**src/rtl/usb_idle_pkg.sv**
```systemverilog
package usb_idle_pkg;

  // Number of cascaded prescale stages ahead of the unit counter.
  localparam int NUM_PRESCALE = 2;

  // Registered threshold flags, grouped for internal transport.
  typedef struct packed {
    logic lt_3ms;
    logic gt_3ms;
    logic gt_3p1ms;
    logic gt_5ms;
  } idle_flags_t;

  localparam idle_flags_t FLAGS_CLEARED = '{lt_3ms: 1'b1, gt_3ms: 1'b0,
                                            gt_3p1ms: 1'b0, gt_5ms: 1'b0};

  // Width needed to hold values 0..n-1, never below one bit.
  function automatic int cnt_width(input int n);
    return (n > 1) ? $clog2(n) : 1;
  endfunction

endpackage

```
**src/rtl/idle_prescale_stage.sv**
```systemverilog
module idle_prescale_stage #(
  parameter int DIV = 15
) (
  input  logic clk,
  input  logic rst,
  input  logic run,
  input  logic adv,
  output logic wrap,
  output logic tick_q
);
  import usb_idle_pkg::*;

  localparam int W = cnt_width(DIV);
  localparam logic [W-1:0] LAST = W'(DIV - 1);

  logic [W-1:0] cnt_q;

  // Wrap is combinational so the next stage advances in the same cycle.
  assign wrap = run && adv && (cnt_q == LAST);

  always_ff @(posedge clk) begin
    if (rst || !run) begin
      cnt_q <= '0;
    end else if (adv) begin
      if (cnt_q == LAST) cnt_q <= '0;
      else               cnt_q <= cnt_q + 1'b1;
    end
  end

  always_ff @(posedge clk) begin
    if (rst) tick_q <= 1'b0;
    else     tick_q <= wrap;
  end

endmodule

```
**src/rtl/idle_unit_counter.sv**
```systemverilog
module idle_unit_counter #(
  parameter int CW        = 8,
  parameter int SAT_LIMIT = 80
) (
  input  logic          clk,
  input  logic          rst,
  input  logic          run,
  input  logic          adv,
  output logic [CW-1:0] cnt_next
);
  logic [CW-1:0] cnt_q;
  logic          saturated;

  // Advancing stops once the count passes the top threshold.
  assign saturated = (cnt_q > CW'(SAT_LIMIT));

  always_comb begin
    if (!run)                  cnt_next = '0;
    else if (adv && !saturated) cnt_next = cnt_q + 1'b1;
    else                       cnt_next = cnt_q;
  end

  always_ff @(posedge clk) begin
    if (rst) cnt_q <= '0;
    else     cnt_q <= cnt_next;
  end

endmodule

```
**src/rtl/idle_threshold_flags.sv**
```systemverilog
module idle_threshold_flags
  import usb_idle_pkg::*;
#(
  parameter int CW       = 8,
  parameter int TH_3MS   = 48,
  parameter int TH_3P1MS = 50,
  parameter int TH_5MS   = 80
) (
  input  logic          clk,
  input  logic          rst,
  input  logic [CW-1:0] cnt_next,
  output idle_flags_t   flags_q
);
  idle_flags_t flags_d;

  always_comb begin
    flags_d.lt_3ms   = (cnt_next <  CW'(TH_3MS));
    flags_d.gt_3ms   = (cnt_next >  CW'(TH_3MS));
    flags_d.gt_3p1ms = (cnt_next >  CW'(TH_3P1MS));
    flags_d.gt_5ms   = (cnt_next >  CW'(TH_5MS));
  end

  always_ff @(posedge clk) begin
    if (rst) flags_q <= FLAGS_CLEARED;
    else     flags_q <= flags_d;
  end

endmodule

```
**src/rtl/usb_idle_timer.sv**
```systemverilog
module usb_idle_timer #(
  parameter int PRE_DIV  = 15,
  parameter int MID_DIV  = 250,
  parameter int MS_W     = 8,
  parameter int TH_3MS   = 48,
  parameter int TH_3P1MS = 50,
  parameter int TH_5MS   = 80
) (
  input  logic clk,
  input  logic rst,
  input  logic idle_long,
  input  logic idle_clr,
  output logic tick_250ns,
  output logic tick_62us,
  output logic idle_lt_3ms,
  output logic idle_gt_3ms,
  output logic idle_gt_3p1ms,
  output logic idle_gt_5ms
);
  import usb_idle_pkg::*;

  localparam int DIVS [NUM_PRESCALE] = '{PRE_DIV, MID_DIV};

  logic                    run;
  logic [NUM_PRESCALE:0]   adv_chain;
  logic [NUM_PRESCALE-1:0] ticks;
  logic [MS_W-1:0]         unit_next;
  idle_flags_t             flags;

  assign run          = idle_long && !idle_clr;
  assign adv_chain[0] = 1'b1;

  for (genvar g = 0; g < NUM_PRESCALE; g++) begin : g_stage
    idle_prescale_stage #(
      .DIV (DIVS[g])
    ) u_stage (
      .clk    (clk),
      .rst    (rst),
      .run    (run),
      .adv    (adv_chain[g]),
      .wrap   (adv_chain[g+1]),
      .tick_q (ticks[g])
    );
  end

  idle_unit_counter #(
    .CW        (MS_W),
    .SAT_LIMIT (TH_5MS)
  ) u_units (
    .clk      (clk),
    .rst      (rst),
    .run      (run),
    .adv      (adv_chain[NUM_PRESCALE]),
    .cnt_next (unit_next)
  );

  idle_threshold_flags #(
    .CW       (MS_W),
    .TH_3MS   (TH_3MS),
    .TH_3P1MS (TH_3P1MS),
    .TH_5MS   (TH_5MS)
  ) u_flags (
    .clk      (clk),
    .rst      (rst),
    .cnt_next (unit_next),
    .flags_q  (flags)
  );

  assign tick_250ns    = ticks[0];
  assign tick_62us     = ticks[1];
  assign idle_lt_3ms   = flags.lt_3ms;
  assign idle_gt_3ms   = flags.gt_3ms;
  assign idle_gt_3p1ms = flags.gt_3p1ms;
  assign idle_gt_5ms   = flags.gt_5ms;

endmodule

```
**config.mk**
```make
export PLATFORM = sky130hd
export DESIGN_NAME = usb_idle_timer
export DESIGN_NICKNAME = d
export VERILOG_FILES = /design/src/rtl/usb_idle_pkg.sv /design/src/rtl/idle_prescale_stage.sv /design/src/rtl/idle_unit_counter.sv /design/src/rtl/idle_threshold_flags.sv /design/src/rtl/usb_idle_timer.sv
export SDC_FILE = /design/constraint.sdc
export NUM_CORES = 1
export LEC_CHECK = 0
export ABC_AREA = 0
export ABC_CLOCK_PERIOD_IN_PS = 3200
export BUFFER_PORTS_ARGS = -buffer_cell sky130_fd_sc_hd__buf_4
export CAP_MARGIN = 10
export CORE_MARGIN = 3
export CORE_UTILIZATION = 30
export DETAILED_ROUTE_END_ITERATION = 7
export PLACE_DENSITY_LB_ADDON = 0.3
export SYNTH_ARGS = -nofsm -noshare
export SYNTH_HDL_FRONTEND = slang
export SYNTH_SLANG_ARGS = --single-unit
```
**constraint.sdc**
```tcl
create_clock -name clk -period 3.2 [get_ports clk]
set_input_delay 0.64 -clock clk [delete_from_list [all_inputs] [get_ports clk]]
set_output_delay 0.64 -clock clk [all_outputs]
set_load 0.01 [all_outputs]
```
After elaboration in Yosys (flattened, before gate mapping)
Index checks and enable logic that the tools add are counted.
{ "word_totals": {"in_bits": 4, "word_cells": 32, "output_inout_bits": 6, "register_bits": 26} }
{ "classes": {"magnitude_cmp": 5, "reduce_logical": 10, "add_sub_neg": 3, "n_eq_ne": 2, "n_mux": 3} }
{ "ops": {"columns": ["cell", "count"], "rows": [
  ["two-way mux 8 bit", 3],
  ["adder 8 x 1 -> 8 bit (second input constant)", 2],
  ["greater-than comparator 8 x 6 -> 1 bit (second input constant)", 2],
  ["greater-than comparator 8 x 7 -> 1 bit (second input constant)", 2],
  ["equality test 8 bit (second input constant)", 1],
  ["< comparator 8 x 6 -> 1 bit (second input constant)", 1],
  ["logical AND 1 bit", 5],
  ["adder 4 x 1 -> 4 bit (second input constant)", 1],
  ["equality test 4 bit (second input constant)", 1],
  ["logical NOT 1 bit", 3],
  ["OR reduction 2 bit", 1],
  ["logical OR 1 bit", 1]
]} }

Depth between registers and ports, before layout
{ "depth": {"word_depth": 9, "mapped_depth": 10, "mapped_depth_nobuf": 9} }

By module
A second synthesis with hierarchy kept.
{ "hier_totals": {"hier_cells": 157, "area_unflattened_um2": 1438.9} }
{ "by_module_without_submodules": {"columns": ["module", "area_per_inst_um2", "instances", "cells_each", "seq_area_each_um2"], "rows": [
  ["idle_unit_counter", 526.8, 1, 61, 160.2],
  ["idle_prescale_stage at g_stage[1].u_stage", 478.0, 1, 51, 180.2],
  ["idle_prescale_stage at g_stage[0].u_stage", 237.7, 1, 28, 100.1],
  ["idle_threshold_flags", 178.9, 1, 15, 80.1],
  ["usb_idle_timer", 17.5, 1, 2, 0.0]
]} }

Worst setup path before layout
OpenSTA, ideal clock, no wires.
{ "synth_path": {"path_kind": "input to register", "start": "input idle_clr", "end": "register u_flags.flags_q[1] in the netlist's numbering", "t_required_ns": 3.125, "path_slack_ns": 0.659, "path_buffers": 2, "stages": 8, "setup_ns": 0.075, "t_arrival_ns": 2.465, "cell_sequence": "nand2b_4 > buf_6 > or4_4 > buf_6 > nor3_4 > a31oi_1 > a211o_1 > o22ai_1"} }
{ "synth_via": {"elab_chain_len": 9} }
{ "synth_rtl": {"columns": ["item", "line_no", "text"], "rows": [
  ["start: declaration", "usb_idle_timer.sv:12", "input logic idle_clr,"],
  ["logical NOT 1 bit *", "usb_idle_timer.sv:30", "assign run = idle_long && !idle_clr;"],
  ["logical AND 1 bit *", "usb_idle_timer.sv:30", null],
  ["logical AND 1 bit (3 in series)", "idle_prescale_stage.sv:19", "assign wrap = run && adv && (cnt_q == LAST);"],
  ["logical AND 1 bit", "idle_unit_counter.sv:19", "else if (adv && !saturated) cnt_next = cnt_q + 1'b1;"],
  ["two-way mux 8 bit", "idle_unit_counter.sv:19", null],
  ["two-way mux 8 bit *", "idle_unit_counter.sv:18", "if (!run) cnt_next = '0;"],
  ["greater-than comparator 8 x 6 -> 1 bit *", "idle_threshold_flags.sv:19", "flags_d.gt_3p1ms = (cnt_next > CW'(TH_3P1MS));"],
  ["end signal: assignment", "idle_threshold_flags.sv:25", "else flags_q <= flags_d;"],
  ["end: declaration", "idle_threshold_flags.sv:12", "output idle_flags_t flags_q"]
]} }
Every way passes the cells marked *; elsewhere a longest branch is shown, timed or not.
A chain may end at the register's enable or synchronous reset.

Final worst setup path
{ "layout_path": {"start": "register g_stage[0].u_stage.cnt_q[0]", "end": "register u_flags.flags_q[1] in the netlist's numbering"} }
{ "layout_via": {"elab_chain_len": 8} }
{ "layout_rtl": {"columns": ["item", "line_no", "text"], "rows": [
  ["start: declaration", "idle_prescale_stage.sv:16", "logic [W-1:0] cnt_q;"],
  ["start signal: assignment", "idle_prescale_stage.sv:26", "else cnt_q <= cnt_q + 1'b1;"],
  ["equality test 4 bit", "idle_prescale_stage.sv:19", null],
  ["logical AND 1 bit (3 in series)", "idle_prescale_stage.sv:19", null],
  ["logical AND 1 bit", "idle_unit_counter.sv:19", null],
  ["two-way mux 8 bit", "idle_unit_counter.sv:19", null],
  ["two-way mux 8 bit", "idle_unit_counter.sv:18", null],
  ["greater-than comparator 8 x 6 -> 1 bit", "idle_threshold_flags.sv:19", null]
]} }
No other way between the ends.

==> flow_summary.toml <==
[routing]
num_vias = 1028
dr.first_iter.drc_count = 47
drt_wl_total_um = 2580
first_pass_iters = 4
ant_nets = 0
viasPerCell = 5.06
post_drt_wl_per_cell_um = 12.7
post-route-drc-count = 0

[pwr]
p_per_area_nw_per_um2 = 415
pwr-share-clk_pct = 44.9
p_int_uw = 496
sw_frac_of_total_pct = 19.2
ir_drop_v = 0.000221
p_leak_nw = 0.518
p_switching_uw = 118
p_seq_share_pct = 52.8
combPwrFrac_pct = 2.2

[finish]
n_fill_cell = 447
area_growth_pct = 12.1
final_layout_size_suffix_gt1_share_pct = 11.8
fin_area_um2 = 1480
diodes = 0
nNetsFinal = 164
fin_cells = 203

[synth]
syn_inst = 145
synth.distinct_cells = 40
syn_area_um2 = 1320
syn-num-nets = 155
synth_warnings = 0
synth_top_family_by_area = "simple AND/OR/NAND/NOR gates"
synth_compound_area_share_pct = 11.0
synth_top_area_share_pct = 39.5
yosysTopAreaCell = "dfxtp_1"
yosys.area_share.xor_xnor_pct = 9.96
synthSimpleGateAreaFrac_pct = 26.5
avgSynthCellArea_um2 = 9.09
synthAdderAreaFrac_pct = 5.69
synth.area.top_cells = "dfxtp_1 (39%), xor2_1 (6.0%), ha_1 (5.7%), nor2_1 (5.7%), xnor2_1 (4.0%)"
ys_ff_latch = 26
synthMuxAreaShare_pct = 2.28
ys_seq_area_share_pct = 39.5

[setup_path]
timing.rr.end = "u_flags.flags_q[1]"
cp-endpoint = "u_flags.flags_q[1]"
cp_max_fo = 10
crit_type = "flip-flop to flip-flop"
critical_path_required_ps = 3400
setup.worst_path.start_class = "flip-flop"
rr_startpoint = "g_stage[0].u_stage.cnt_q[0]"
cp.arrival_ps = 2710
cp-startpoint = "g_stage[0].u_stage.cnt_q[0]"
reg2reg_slack_ps = 690
crit_path_end_kind = "flip-flop"
r2r_cells = 8

[grt]
grt_max_degree = 16
first_global_vias = 1035
grt_use_total_pct = 10.5
grt-ovfl-total = 0
antenna_found_initial = 0
grt_pass1_wl_um = 4460

[clock_network]
numCtsBuffers = 3
cts_buffer_depth = 2
cts_setup_buffers = 0
cts-resized-gates = 0
path_clk_slew_ps = 100
cts_root_buffer = "clkbuf_8"
htree_levels = 1
hold_buffers = 0
clock_latency_ps = 270
cts_sinks = 26
cts_tree = "yes"

[sta]
period_minus_slack_ps = 2510
hold_viol = 0
slew_headroom_pct = 67.8
maxSlewViolCount = 0
rsz0062_at_grt = "no"
fin_tns_setup_ps = 0
fin_ws_ps = 694
fin_worst_skew_ps = 6.93
fin_crit_sh_pct = 78.3
max_freq_ghz = 0.399
whs_ps = 469
finalSetupViolCount = 0
tightest_slew_ps = 481

[floorplanning]
die-area_um2 = 5230
die_h_um = 72.3
ios = 10
row_count = 23
initial_core_util_pct = 32.0
die_x_um = 72.3
core_area_um2 = 4120

[placement]
port_buffers = 9
dp_slack_ps = 494
placed_cells = 199
place_congestion = 0.819
postPlaceCellArea_um2 = 1410
hpwl_um = 1950

[worst_hold_path]
hold_class = "flip-flop to flip-flop"

[status]
outcome = "finished, final reports clean"

[run]
cap_violations = 0
==> power by group through the flow <==
stage	registers (mW)	clock network (mW)	logic, mW
after floorplan	0.332	0	0.00820
after global placement	0.332	0	0.0134
after detailed placement	0.332	0	0.0139
after CTS	0.325	0.280	0.0139
after global routing	0.325	0.294	0.0152
final	0.325	0.276	0.0138
==> cell type report <==
cell class                      instances  area [um^2]  area share, %
Timing Repair Buffer                    9         67.6           4.57
Sequential cell                        26          520           35.2
Inverter                                7         26.3           1.78
Tap cell                               50         62.6           4.23
Clock buffer                            3         41.3           2.79
Multi-Input combinational cell        107          731           49.4
Clock inverter                          1         30.0           2.03
==> cells in the mapped netlist <==
master	number
a211o_1	1
a211oi_1	1
a21o_1	1
a21o_2	1
a21oi_1	2
a221oi_1	1
a311oi_1	2
a31oi_1	2
and2_1	3
and3_1	5
and4_1	1
buf_6	3
clkbuf_1	2
dfxtp_1	26
ha_1	6
inv_1	7
mux2i_1	3
nand2_1	9
nand2b_1	1
nand2b_4	1
nand3_1	3
nand3b_1	1
nand4_1	4
nor2_1	20
nor2b_1	1
nor3_4	1
nor3b_1	3
nor4_1	3
nor4b_1	2
o211ai_1	1
o21ai_0	4
o21ai_1	1
o22ai_1	2
o31ai_1	1
o41a_1	1
or3_1	2
or4_2	1
or4_4	1
xnor2_1	6
xor2_1	9
==> worst min-delay path by stage <==
stage | start | end | slack [ps] | cells past startpoint
after floorplan | g_stage[0].u_stage.cnt_q[0] | g_stage[0].u_stage.cnt_q[0] | 430 | 1
after global placement | g_stage[0].u_stage.cnt_q[0] | g_stage[0].u_stage.cnt_q[0] | 440 | 1
after detailed placement | g_stage[0].u_stage.cnt_q[0] | g_stage[0].u_stage.cnt_q[0] | 450 | 1
after CTS | g_stage[0].u_stage.cnt_q[0] | g_stage[0].u_stage.cnt_q[0] | 480 | 1
after global routing | g_stage[0].u_stage.cnt_q[0] | g_stage[0].u_stage.cnt_q[0] | 510 | 1
final | g_stage[0].u_stage.cnt_q[0] | g_stage[0].u_stage.cnt_q[0] | 470 | 1
==> logic make-up (layout without fill, tap and decap cells) <==
| logic type | Yosys count | after routing |
|---|---|---|
| AOI/OAI and AO/OA | 21 | 21 |
| buffers and inverters | 12 | 20 |
| DFF | 26 | 26 |
| xor gates and xnor gates | 15 | 15 |
| adders and majority gates | 6 | 6 |
| and+or+nand+nor | 62 | 62 |
| muxes | 3 | 3 |
==> state kept, by name (all words and copies together), names as in the netlist <==
register / cells
g_stage.u_stage.cnt_q: 12
u_units.cnt_q: 8
u_flags.flags_q: 4
g_stage.u_stage.tick_q: 2
==> per-stage QoR <==
stage	util, %	power [mW]
after global routing	35.9	0.634
final	35.9	0.614
after floorplan	-	0.340
after global placement	34.2	0.345
after detailed placement	34.2	0.346
after CTS	35.9	0.619
==> critical path, cell delays in order, from the launching register on <==
cell	delay [ps]
dfxtp_1	340
inv_1	60
ha_1	130
nand3_1	180
or4_4	620
nor3_4	450
a31oi_1	180
a211o_1	340
o22ai_1	140
==> layout by cell type, fill, tap and decap left out, types with 3 or more instances in the layout <==
master	count
nand4_1	4
inv_1	7
nor3b_1	3
and2_1	3
nor2_1	20
clkbuf_8	3
mux2i_1	3
nor4_1	3
and3_1	5
xor2_1	9
ha_1	6
xnor2_1	6
buf_4	9
nand2_1	9
o21ai_0	4
nand3_1	3
dfxtp_1	26
==> routing by layer <==
metal,track usage [%],vias to the layer above,routed length [um]
li1,-,527,-
met1,13.4,476,1190
met2,17.5,21,1230
met3,2.63,4,137
met5,0,-,0
met4,2.92,0,23
Note: power is estimated with default switching activity, not from simulation.
